==> src/rtl/pfd_pkg.sv <==
// pfd_pkg: shared types for the phase comparator.
// Assumes nothing beyond the 1800-2017 language.
package pfd_pkg;

    // Source shown on the shared output pin.
    typedef enum logic [1:0] {
        PIN_LOCK = 2'd0,
        PIN_REF  = 2'd1,
        PIN_FB   = 2'd2
    } pin_src_e;

    // Decode the two select inputs into a pin source.
    function automatic pin_src_e pick_src(input logic mon_sel, input logic mon_src);
        if (!mon_sel)
            return PIN_LOCK;
        else if (mon_src)
            return PIN_FB;
        else
            return PIN_REF;
    endfunction

endpackage

==> src/rtl/pfd_edge.sv <==
// pfd_edge: rising-edge detector for one input synchronous to clk.
// Assumes the input is already in the clk domain. It keeps sampling
// during power-save, so a level held across wake-up is not seen as an edge.
module pfd_edge (
    input  logic clk,
    input  logic rst_n,
    input  logic sig,
    output logic rise
);

    logic prev_q;

    // Remember last cycle's level.
    always_ff @(posedge clk) begin
        if (!rst_n)
            prev_q <= 1'b0;
        else
            prev_q <= sig;
    end

    assign rise = sig & ~prev_q;

endmodule

==> src/rtl/pfd_flags.sv <==
// pfd_flags: the two request flags of the phase/frequency comparator.
// A flag is set by its own rising edge. Both clear together once both
// would be set. Assumes edge pulses last one cycle.
module pfd_flags (
    input  logic clk,
    input  logic rst_n,
    input  logic sleep,
    input  logic rise_ref,
    input  logic rise_fb,
    output logic ref_flag,
    output logic fb_flag
);

    logic next_ref;
    logic next_fb;

    // Candidate flag values before the mutual-clear rule.
    always_comb begin
        next_ref = ref_flag | rise_ref;
        next_fb  = fb_flag | rise_fb;
    end

    // Update flags; power-save clears them.
    always_ff @(posedge clk) begin
        if (!rst_n || sleep) begin
            ref_flag <= 1'b0;
            fb_flag  <= 1'b0;
        end else if (next_ref && next_fb) begin
            ref_flag <= 1'b0;
            fb_flag  <= 1'b0;
        end else begin
            ref_flag <= next_ref;
            fb_flag  <= next_fb;
        end
    end

endmodule

==> src/rtl/pfd_lock.sv <==
// pfd_lock: lock monitor. It measures each pump pulse in clk cycles.
// It declares lock after LOCK_COUNT reference edges with no pulse wider
// than MAX_W, and clears lock in the cycle a pulse exceeds MAX_W.
module pfd_lock #(
    parameter int unsigned MAX_W      = 4,
    parameter int unsigned LOCK_COUNT = 4
) (
    input  logic clk,
    input  logic rst_n,
    input  logic sleep,
    input  logic active,
    input  logic rise_ref,
    output logic locked
);

    localparam int WW = $clog2(MAX_W + 2);
    localparam int CW = $clog2(LOCK_COUNT + 1);

    logic [WW-1:0] width_q;
    logic [CW-1:0] good_q;
    logic          over;

    assign over = active && (width_q >= WW'(MAX_W));

    // Count cycles of the current pump pulse, saturating at the limit.
    always_ff @(posedge clk) begin
        if (!rst_n || sleep)
            width_q <= '0;
        else if (!active)
            width_q <= '0;
        else if (width_q != WW'(MAX_W))
            width_q <= width_q + 1'b1;
    end

    // Count good reference edges and hold the lock flag.
    always_ff @(posedge clk) begin
        if (!rst_n || sleep) begin
            good_q <= '0;
            locked <= 1'b0;
        end else if (over) begin
            good_q <= '0;
            locked <= 1'b0;
        end else if (rise_ref && (good_q != CW'(LOCK_COUNT))) begin
            good_q <= good_q + 1'b1;
            if (good_q == CW'(LOCK_COUNT - 1))
                locked <= 1'b1;
        end
    end

endmodule

==> src/rtl/pfd_lock_top.sv <==
// pfd_lock_top: phase/frequency comparator with lock monitor and a
// shared lock/monitor pin. Assumes ref_in and fb_in are synchronous to
// clk and hold each level for at least one cycle.
module pfd_lock_top #(
    parameter int unsigned MAX_W      = 4,
    parameter int unsigned LOCK_COUNT = 4
) (
    input  logic clk,
    input  logic rst_n,
    input  logic ref_in,
    input  logic fb_in,
    input  logic invert,
    input  logic sleep,
    input  logic mon_sel,
    input  logic mon_src,
    output logic pump_up,
    output logic pump_dn,
    output logic pump_en,
    output logic shared_out
);
    import pfd_pkg::*;

    localparam int NIN = 2;

    logic [NIN-1:0] raw;
    logic [NIN-1:0] rises;
    logic           ref_flag;
    logic           fb_flag;
    logic           lock_q;
    pin_src_e       pin_src;

    assign raw = {fb_in, ref_in};

    // One edge detector per comparator input.
    for (genvar g = 0; g < NIN; g++) begin : g_edge
        pfd_edge u_edge (
            .clk   (clk),
            .rst_n (rst_n),
            .sig   (raw[g]),
            .rise  (rises[g])
        );
    end

    pfd_flags u_flags (
        .clk      (clk),
        .rst_n    (rst_n),
        .sleep    (sleep),
        .rise_ref (rises[0]),
        .rise_fb  (rises[1]),
        .ref_flag (ref_flag),
        .fb_flag  (fb_flag)
    );

    pfd_lock #(
        .MAX_W      (MAX_W),
        .LOCK_COUNT (LOCK_COUNT)
    ) u_lock (
        .clk      (clk),
        .rst_n    (rst_n),
        .sleep    (sleep),
        .active   (ref_flag | fb_flag),
        .rise_ref (rises[0]),
        .locked   (lock_q)
    );

    // Pump requests with polarity swap and power-save gating.
    always_comb begin
        pump_en = ~sleep;
        pump_up = pump_en & (invert ? fb_flag  : ref_flag);
        pump_dn = pump_en & (invert ? ref_flag : fb_flag);
    end

    // Shared pin source selection.
    always_comb begin
        pin_src = pick_src(mon_sel, mon_src);
        case (pin_src)
            PIN_REF: shared_out = ref_in;
            PIN_FB:  shared_out = fb_in;
            default: shared_out = lock_q;
        endcase
    end

endmodule

==> config.mk <==
export PLATFORM = sky130hd
export DESIGN_NAME = pfd_lock_top
export DESIGN_NICKNAME = d
export VERILOG_FILES = /design/src/rtl/pfd_pkg.sv /design/src/rtl/pfd_edge.sv /design/src/rtl/pfd_flags.sv /design/src/rtl/pfd_lock.sv /design/src/rtl/pfd_lock_top.sv
export SDC_FILE = /design/constraint.sdc
export NUM_CORES = 1
export LEC_CHECK = 0
export ABC_AREA = 1
export CAP_MARGIN = 20
export CORE_AREA = 4 4 41 43
export CTS_BUF_LIST = sky130_fd_sc_hd__clkbuf_16
export CTS_CLUSTER_DIAMETER = 150
export DETAILED_ROUTE_END_ITERATION = 10
export DIE_AREA = 0 0 45 47
export PLACE_DENSITY = 0.66
export RECOVER_POWER = 25
export SLEW_MARGIN = 40
export SYNTH_ARGS = -nofsm -noshare
export SYNTH_HDL_FRONTEND = slang
export SYNTH_SLANG_ARGS = --single-unit
==> constraint.sdc <==
create_clock -name clk -period 1.5 [get_ports clk]
set_input_delay 0.375 -clock clk [delete_from_list [all_inputs] [get_ports clk]]
set_output_delay 0.375 -clock clk [all_outputs]
set_load 0.05 [all_outputs]
==> impl_metrics.tcl, run 1 <==
set metrics [dict create \
    die_area_um2 2115 \
    p_int_uw 709.4 \
    drtIter0Drc 11 \
    routed_wl_um 1138 \
    critical_path_class "in -> out" \
    path_buf_inv 3 \
    worst_slew_pin_slew_ns 0.2955 \
    synth_edf_count 0 \
    r2r-end "u_lock.good_q[0]" \
    die_h_um 47 \
    grt_max_degree 7 \
    slew-limit-headroom_pct 80.23 \
    holdPathStages 2 \
    setup_viol 0 \
    max_freq_mhz 680.1 \
    viasPerCell 4.767 \
    finalHoldViolCount 0 \
    gr-usage-all-layers_pct 13.58 \
    power.density_nw_per_um2 1015 \
    drv_slew 0 \
    vias 553 \
    synth.distinct_cells 14 \
    grt_pass1_wl_um 2132 \
    finalCritPeriodShare_pct 98.02 \
    peakVddDrop_mv 0.9432 \
    swShare_pct 22.00 \
    gp_congestion 0.7114 \
    seqPwrFrac_pct 33.7 \
    worst_slack_ns 0.02970 \
    p_clk_share_pct 52.5 \
    critPathMaxFanout 3 \
    synthArstFlopShare_pct 0 \
    n_antenna_cell 0 \
    combPwrFrac_pct 13.7 \
    outcome "completed" \
    cts_tree "built" \
    cp_slowest_cell "dlygate4sd2_1" \
    firstDrtPassIters 4 \
    num_io_pins 12 \
    rsz0062_at_grt "no" \
    postRouteAntennaNets 0 \
    nets 115 \
    cap_violations 0 \
    ys_seq_elements 11 \
    synth_common_cells "inv_1 (21), nand2_1 (18), dfxtp_1 (11)" \
    r2r_start "u_lock.good_q[0]" \
    overflow 0 \
    port_buffers 11 \
    max_stage_delay_ns 0.28 \
    drc 0 \
    synth.top_cell.area_share_pct 38.18 \
    grt_pass1_vias 552 \
    synth_area_um2 576.8 \
    initial_utilization_pct 44.33 \
    skew_ns 0.002960 \
    cts_buffer_depth 2 \
    core_um2 1301 \
    wl_per_cell_um 9.810 \
    cp-end-kind "primary output" \
    die_x_um 45 \
    r2r_cells 6 \
    clk_latency_ns 0.24 \
    ctsHoldBuffers 0 \
    holdWs_ns 0.4723 \
    fin_crit_ns 1.470 \
    synth_nets 94 \
    place_ws_ns -0.2458 \
    synth.most_common_cell "inv_1" \
    layout-drive-gt1-share_pct 22.77 \
    hold_start "u_lock.locked" \
    path_delay_family "buffers and inverters" \
    cts_made_buffers 3 \
    synth_area_per_cell_um2 7.121 \
    hold_end "u_lock.locked" \
    grt_antenna_before_repair 0 \
    synthCells 81 \
    rrSetupSlack_ns 0.33 \
    hp-class "reg -> reg" \
    cts_root_buf "clkbuf_16" \
    yosysTopAreaCell "dfxtp_1" \
    cp-start-kind "primary input" \
    area_growth_pct 55.31 \
    power_uw 909.6 \
    ys_seq_area_share_pct 38.18 \
    ys_top_cells_by_area "dfxtp_1 (38%), inv_1 (14%), nand2_1 (12%), ha_1 (11%), a21oi_1 (6.9%)" \
    worstPathArrival_ns 1.10 \
    dpl.hpwl_um 873.4 \
    cts.sinks 11 \
    crit_chain "dlygate4sd2_1 -> buf_6 -> a21oi_4 -> buf_12" \
    leakage_uw 0.0004479 \
    synth_flop_cell "dfxtp_1" \
    p_sw_uw 200.1 \
    fin_util_pct 68.85 \
    crit_required_ns 1.12 \
    clkTransAtPathRegs_ns 0.04 \
    yosys_warnings 0 \
    row_count 13 \
    htree_levels 1 \
]
==> through the flow <==
stage	std cells	setup TNS [ns]	cell area (um^2)
after floorplan	81	0	609.3
after global placement	112	-0.7582	815.8
after detailed placement	112	-0.8070	815.8
after CTS	116	0	897.1
after global routing	116	0	895.9
final	116	0	895.9
==> kinds of logic after synthesis <==
family	count (synthesis)	share of synthesized area, %
adders and majority gates	5	10.85
buffers and inverters	22	14.32
AOI/OAI and AO/OA	14	12.36
and+or+nand+nor	28	22.77
DFF	11	38.18
xor gates and xnor gates	1	1.519
==> worst max path at each step <==
stage,slack [ns],endpoint,cells past startpoint,startpoint
floorplan,0.05,pump_dn,3,sleep
global placement,-0.23,pump_dn,5,sleep
detailed placement,-0.25,pump_dn,5,sleep
CTS,0.006,pump_dn,4,invert
global route,0.006,pump_dn,5,sleep
finish,0.03,pump_up,4,invert
==> power by group through the flow <==
| stage | Clock, uW | Sequential [uW] | Combinational [uW] |
|---|---|---|---|
| global route | 500 | 307 | 137 |
| floorplan | 0 | 309 | 60.5 |
| CTS | 489 | 306 | 128 |
| global placement | 0 | 311 | 128 |
| detailed placement | 0 | 311 | 130 |
| finish | 478 | 307 | 125 |
==> state kept, by name, indices dropped and copies added (netlist names) <==
name and count:
u_flags.ref_flag 1, u_lock.locked 1, u_lock.width_q 3, u_flags.fb_flag 1, g_edge.u_edge.prev_q 2, u_lock.good_q 3
==> layout make-up <==
type	instances	area, um^2
fillers	113	405.4
multi-input cells	48	305.3
flip-flops and latches	11	222.7
repair buffers	16	183.9
inverters	22	86.33
clock buffers	3	75.07
well taps	15	18.77
clock inverters	1	3.754
==> metal layers <==
metal | wire length (um) | track usage, %
met5 | 0 | 0
met4 | 0 | 4.094
met3 | 77 | 6.130
met2 | 546 | 22.03
met1 | 514 | 16.17
==> tightest hold or removal path, delay by kind of cell (launching register included) <==
kind | cells | cell delay, ns
compound gates | 1 | 0.06
buf+inv | 1 | 0.07
flops | 1 | 0.29
==> what timing repair did <==
action | in CTS | in global routing
setup buffers | 0 | 0
gates resized for setup | 12 | 3
endpoints found under the setup margin | 4 | 2
pin swaps | 3 | 1
==> cells in the final DEF, fill, tap and decap left out, drive strengths merged <==
| cell | n |
|---|---|
| inv | 22 |
| nand2 | 18 |
| dfxtp | 11 |
| buf | 9 |
| a21oi | 8 |
| dlygate4sd2 | 6 |
| nand3 | 5 |
| ha | 5 |
| o21ai | 5 |
| clkbuf | 3 |
| nor2 | 3 |
| nand4 | 2 |
| clkinvlp | 1 |
| o22ai | 1 |
| xnor2 | 1 |
| dlygate4sd3 | 1 |
Note: power is estimated with default switching activity, not from simulation.
==> inputs of run 2 (changes only) <==
CORE_AREA = 2 2 39 41   (was 4 4 41 43)
DIE_AREA = 0 0 41 43   (was 0 0 45 47)
DONT_BUFFER_PORTS = 1   (was unset)
PLACE_DENSITY = 0.55   (was 0.66)
==> impl_metrics.tcl, run 2 (synthesis gave the netlist of run 1 again) <==
set metrics [dict create \
    outcome "completed" \
    cts_buffer_depth 2 \
    overflow 0 \
    row_count 14 \
    vias 484 \
    rsz0062_at_grt "no" \
    cp-start-kind "flop" \
    postRouteAntennaNets 0 \
    post_cts_buffers 0 \
    skew_ns 0.001270 \
    fin_util_pct 55.24 \
    layout_common_cells "inv_1 (20), nand2_1 (18), dfxtp_1 (11)" \
    drc 0 \
    gr-usage-all-layers_pct 14.24 \
    peakVddDrop_mv 0.8264 \
    routed_wl_um 940 \
    grt_pass1_vias 441 \
    seq_area_um2 220.2 \
    cts_made_buffers 3 \
    drtIter0Drc 3 \
    leakage_uw 0.0003757 \
    final_common_cell "inv_1" \
    drv_slew 0 \
    nets 103 \
    power.density_nw_per_um2 1129 \
    crit_required_ns 1.12 \
    setup_viol 0 \
    cts.sinks 11 \
    die_x_um 41 \
    htree_levels 1 \
    cts_resized 0 \
    fill_cells 144 \
    wl_per_cell_um 8.952 \
    clk_latency_ns 0.23 \
    core_um2 1384 \
    top_regs "u_lock.good_q: 3 flops, u_lock.width_q: 3 flops, g_edge.u_edge.prev_q: 2 flops" \
    hp-class "in -> reg" \
    worstPathArrival_ns 1.00 \
    slew-limit-headroom_pct 83.07 \
    num_io_pins 12 \
    initial_utilization_pct 41.68 \
    ctsHoldBuffers 0 \
    r2r_start "u_lock.good_q[0]" \
    finalHoldViolCount 0 \
    fin_crit_ns 1.376 \
    hold_start "fb_in" \
    grt_pass1_wl_um 1635 \
    cts_tree "built" \
    multi_input_area_um2 302.8 \
    critical_path_class "reg -> out" \
    grt_antenna_before_repair 0 \
    die_area_um2 1763 \
    max_freq_mhz 726.7 \
    clkTransAtPathRegs_ns 0.04 \
    viasPerCell 4.610 \
    crit_start "u_flags.ref_flag" \
    cp-end-kind "primary output" \
    worst_slew_pin_slew_ns 0.2522 \
    die_h_um 43 \
    finalCritPeriodShare_pct 91.74 \
    cap_violations 0 \
    critPathMaxFanout 4 \
    dpl.hpwl_um 774.9 \
    area_growth_pct 32.54 \
    firstDrtPassIters 4 \
    cts_root_buf "clkbuf_16" \
    grt_max_degree 8 \
    holdWs_ns 0.2336 \
    port_buffers 0 \
    power_uw 863.0 \
    fin_setup_tns_ns 0 \
    gp_congestion 0.6071 \
    holdPathStages 2 \
    n_antenna_cell 0 \
    layout-drive-gt1-share_pct 16.85 \
    r2r_cells 6 \
]
==> run 2: cell types whose count changed in the layout (fill, tap and decap cells not counted), sizes merged <==
cell         before  now
inv              22   21
clkinv            0    1
dlygate4sd2       6    0
dlygate4sd3       1    0
buf               9    4
==> run 2: per-layer routing <==
| metal | global-route usage (%) | up-vias | wire length (um) |
|---|---|---|---|
| met4 | 8.000 | 0 | 20 |
| met5 | 0 | - | 0 |
| li1 | - | 266 | - |
| met1 | 15.08 | 205 | 424 |
| met2 | 21.88 | 11 | 431 |
| met3 | 6.806 | 2 | 64 |
==> run 2: worst paths after layout <==
path,slack [ns],endpoint
worst max-delay path,0.12,pump_up
worst max register to register,0.35,u_lock.good_q[1]
worst min register to register,0.47,u_lock.locked
worst min-delay path,0.23,g_edge[1].u_edge.prev_q
==> run 2: critical path, stage by stage (launching register included) <==
cell and delay, ns:
dfxtp_1 0.36, o21ai_1 0.12, a21oi_4 0.14, buf_12 0.15
==> run 2: where the power goes <==
part | internal (uW) | switching [uW] | total (uW) | leakage (uW)
Combinational | 32.3 | 51.2 | 83.5 | 0.000245
Clock | 352 | 122 | 474 | 0.0000409
Sequential | 301 | 4.82 | 305 | 0.0000895
Total | 685 | 178 | 863 | 0.000376
==> run 2: area by class of cell <==
| type | instances | area share (%) |
|---|---|---|
| multi-input combinational | 48 | 39.61 |
| clock buffer | 3 | 9.820 |
| tap | 16 | 2.619 |
| timing repair buffer | 4 | 7.201 |
| inverter | 22 | 11.29 |
| clock inverter | 1 | 0.6547 |
| sequential | 11 | 28.81 |
==> run 2: metrics by stage <==
step                instance area (um^2)  instances  setup slack [ns]
finish                             764.5        105            0.1239
global route                       764.5        105           0.05860
CTS                                764.5        105           0.04349
detailed placement                 684.4        101            0.2629
global placement                   684.4        101            0.2700
floorplan                          609.3         81           0.04720
==> inputs of run 3 (changes only) <==
==> constraint.sdc (replaced) <==
create_clock -name clk -period 1.5 [get_ports clk]
set_input_delay 0.45 -clock clk [delete_from_list [all_inputs] [get_ports clk]]
set_output_delay 0.45 -clock clk [all_outputs]
set_load 0.05 [all_outputs]
==> impl_metrics.tcl, run 3 (synthesis gave the netlist of run 1 again) <==
set metrics [dict create \
    port_buffers 0 \
    combPwrFrac_pct 10.3 \
    drc 0 \
    cap_violations 0 \
    nets 103 \
    cts_made_buffers 3 \
    dpl.hpwl_um 778.6 \
    worstPathArrival_ns 0.98 \
    cts_root_buf "clkbuf_16" \
    max_freq_mhz 699.1 \
    layout-drive-gt1-share_pct 17.98 \
    clkTransAtPathRegs_ns 0.04 \
    area_growth_pct 34.92 \
    fin_setup_tns_ns 0 \
    viasPerCell 4.505 \
    ctsHoldBuffers 0 \
    top_regs "u_lock.good_q: 3 flops, u_lock.width_q: 3 flops, g_edge.u_edge.prev_q: 2 flops" \
    fin_crit_ns 1.430 \
    routed_wl_um 961 \
    rsz0062_at_grt "no" \
    power_uw 860.6 \
    post_cts_buffers 0 \
    p_int_uw 686.4 \
    wl_per_cell_um 9.152 \
    num_io_pins 12 \
    fill_cells 136 \
    firstDrtPassIters 3 \
    final_common_cell "inv_1" \
    layout_common_cells "inv_1 (21), nand2_1 (18), dfxtp_1 (9)" \
    hp-class "in -> reg" \
    peakVddDrop_mv 0.5441 \
    fin_area_um2 778.2 \
    core_um2 1384 \
    cts.sinks 11 \
    holdWs_ns 0.3131 \
    htree_levels 1 \
    grt_pass1_vias 453 \
    crit_required_ns 1.05 \
    overflow 0 \
    clk_latency_ns 0.23 \
    initial_utilization_pct 41.68 \
    cts_resized 2 \
    seqPwrFrac_pct 35.6 \
    leakage_uw 0.0003817 \
    finalHoldViolCount 0 \
    n_antenna_cell 0 \
    cp-end-kind "primary output" \
    swShare_pct 20.24 \
    die_h_um 43 \
    placed_area_um2 696.9 \
    cts_tree "built" \
    skew_ns 0.002446 \
    vias 473 \
    cts_buffer_depth 2 \
    drv_slew 0 \
    power.density_nw_per_um2 1106 \
    postRouteAntennaNets 0 \
    drtIter0Drc 3 \
    critical_path_class "reg -> out" \
    setup_viol 0 \
    grt_max_degree 7 \
    grt_pass1_wl_um 1731 \
    p_sw_uw 174.2 \
    grt_antenna_before_repair 0 \
    outcome "completed" \
    p_clk_share_pct 54.1 \
    die_area_um2 1763 \
    cp-start-kind "flop" \
    worst_slew_pin_slew_ns 0.2310 \
    gr-usage-all-layers_pct 14.04 \
    finalCritPeriodShare_pct 95.36 \
    row_count 14 \
    slew-limit-headroom_pct 84.49 \
    critPathMaxFanout 4 \
    die_x_um 41 \
    gp_congestion 0.6082 \
]
run 3: layout make-up:
class	instances	area, um^2	area share, %
flip-flops and latches	11	222.7	28.62
multi-input cells	48	302.8	38.91
well taps	16	20.02	2.572
clock inverters	1	3.754	0.4823
clock buffers	3	75.07	9.646
inverters	22	86.33	11.09
repair buffers	4	67.56	8.682
run 3: power groups by stage:
stage	logic (uW)	clock network, uW	registers [uW]
final	88.4	466	306
after global placement	88.2	0	310
after global routing	97.9	494	306
after floorplan	60.5	0	309
after detailed placement	89.2	0	311
after CTS	89.6	478	306
run 3: final timing paths:
path                         start                 endpoint  slack, ns  cells after the start
setup / recovery  u_flags.ref_flag                  pump_up       0.07                      3
setup reg to reg  u_lock.good_q[0]         u_lock.good_q[0]       0.37                      6
hold / removal               fb_in  g_edge[1].u_edge.prev_q       0.31                      2
hold reg to reg      u_lock.locked            u_lock.locked       0.48                      2
run 3: worst max-delay path, stage by stage, from the launching register on:
cell	delay [ns]
dfxtp_2	0.33
o21ai_1	0.22
a21oi_4	0.05
buf_12	0.15
run 3: metal layers:
layer  track usage, %  routed length [um]
met5                0                   0
met4            4.000                   0
met3            6.283                  31
met2            21.25                 452
met1            17.38                 476
run 3: per-stage QoR:
step | util (%) | setup WS, ns | instances
detailed placement | 50.36 | 0.1044 | 101
finish | 56.24 | 0.06962 | 105
global placement | 50.36 | 0.1224 | 101
CTS | 56.06 | 0.03138 | 105
global route | 56.24 | 0.01591 | 105
floorplan | - | -0.1028 | 81
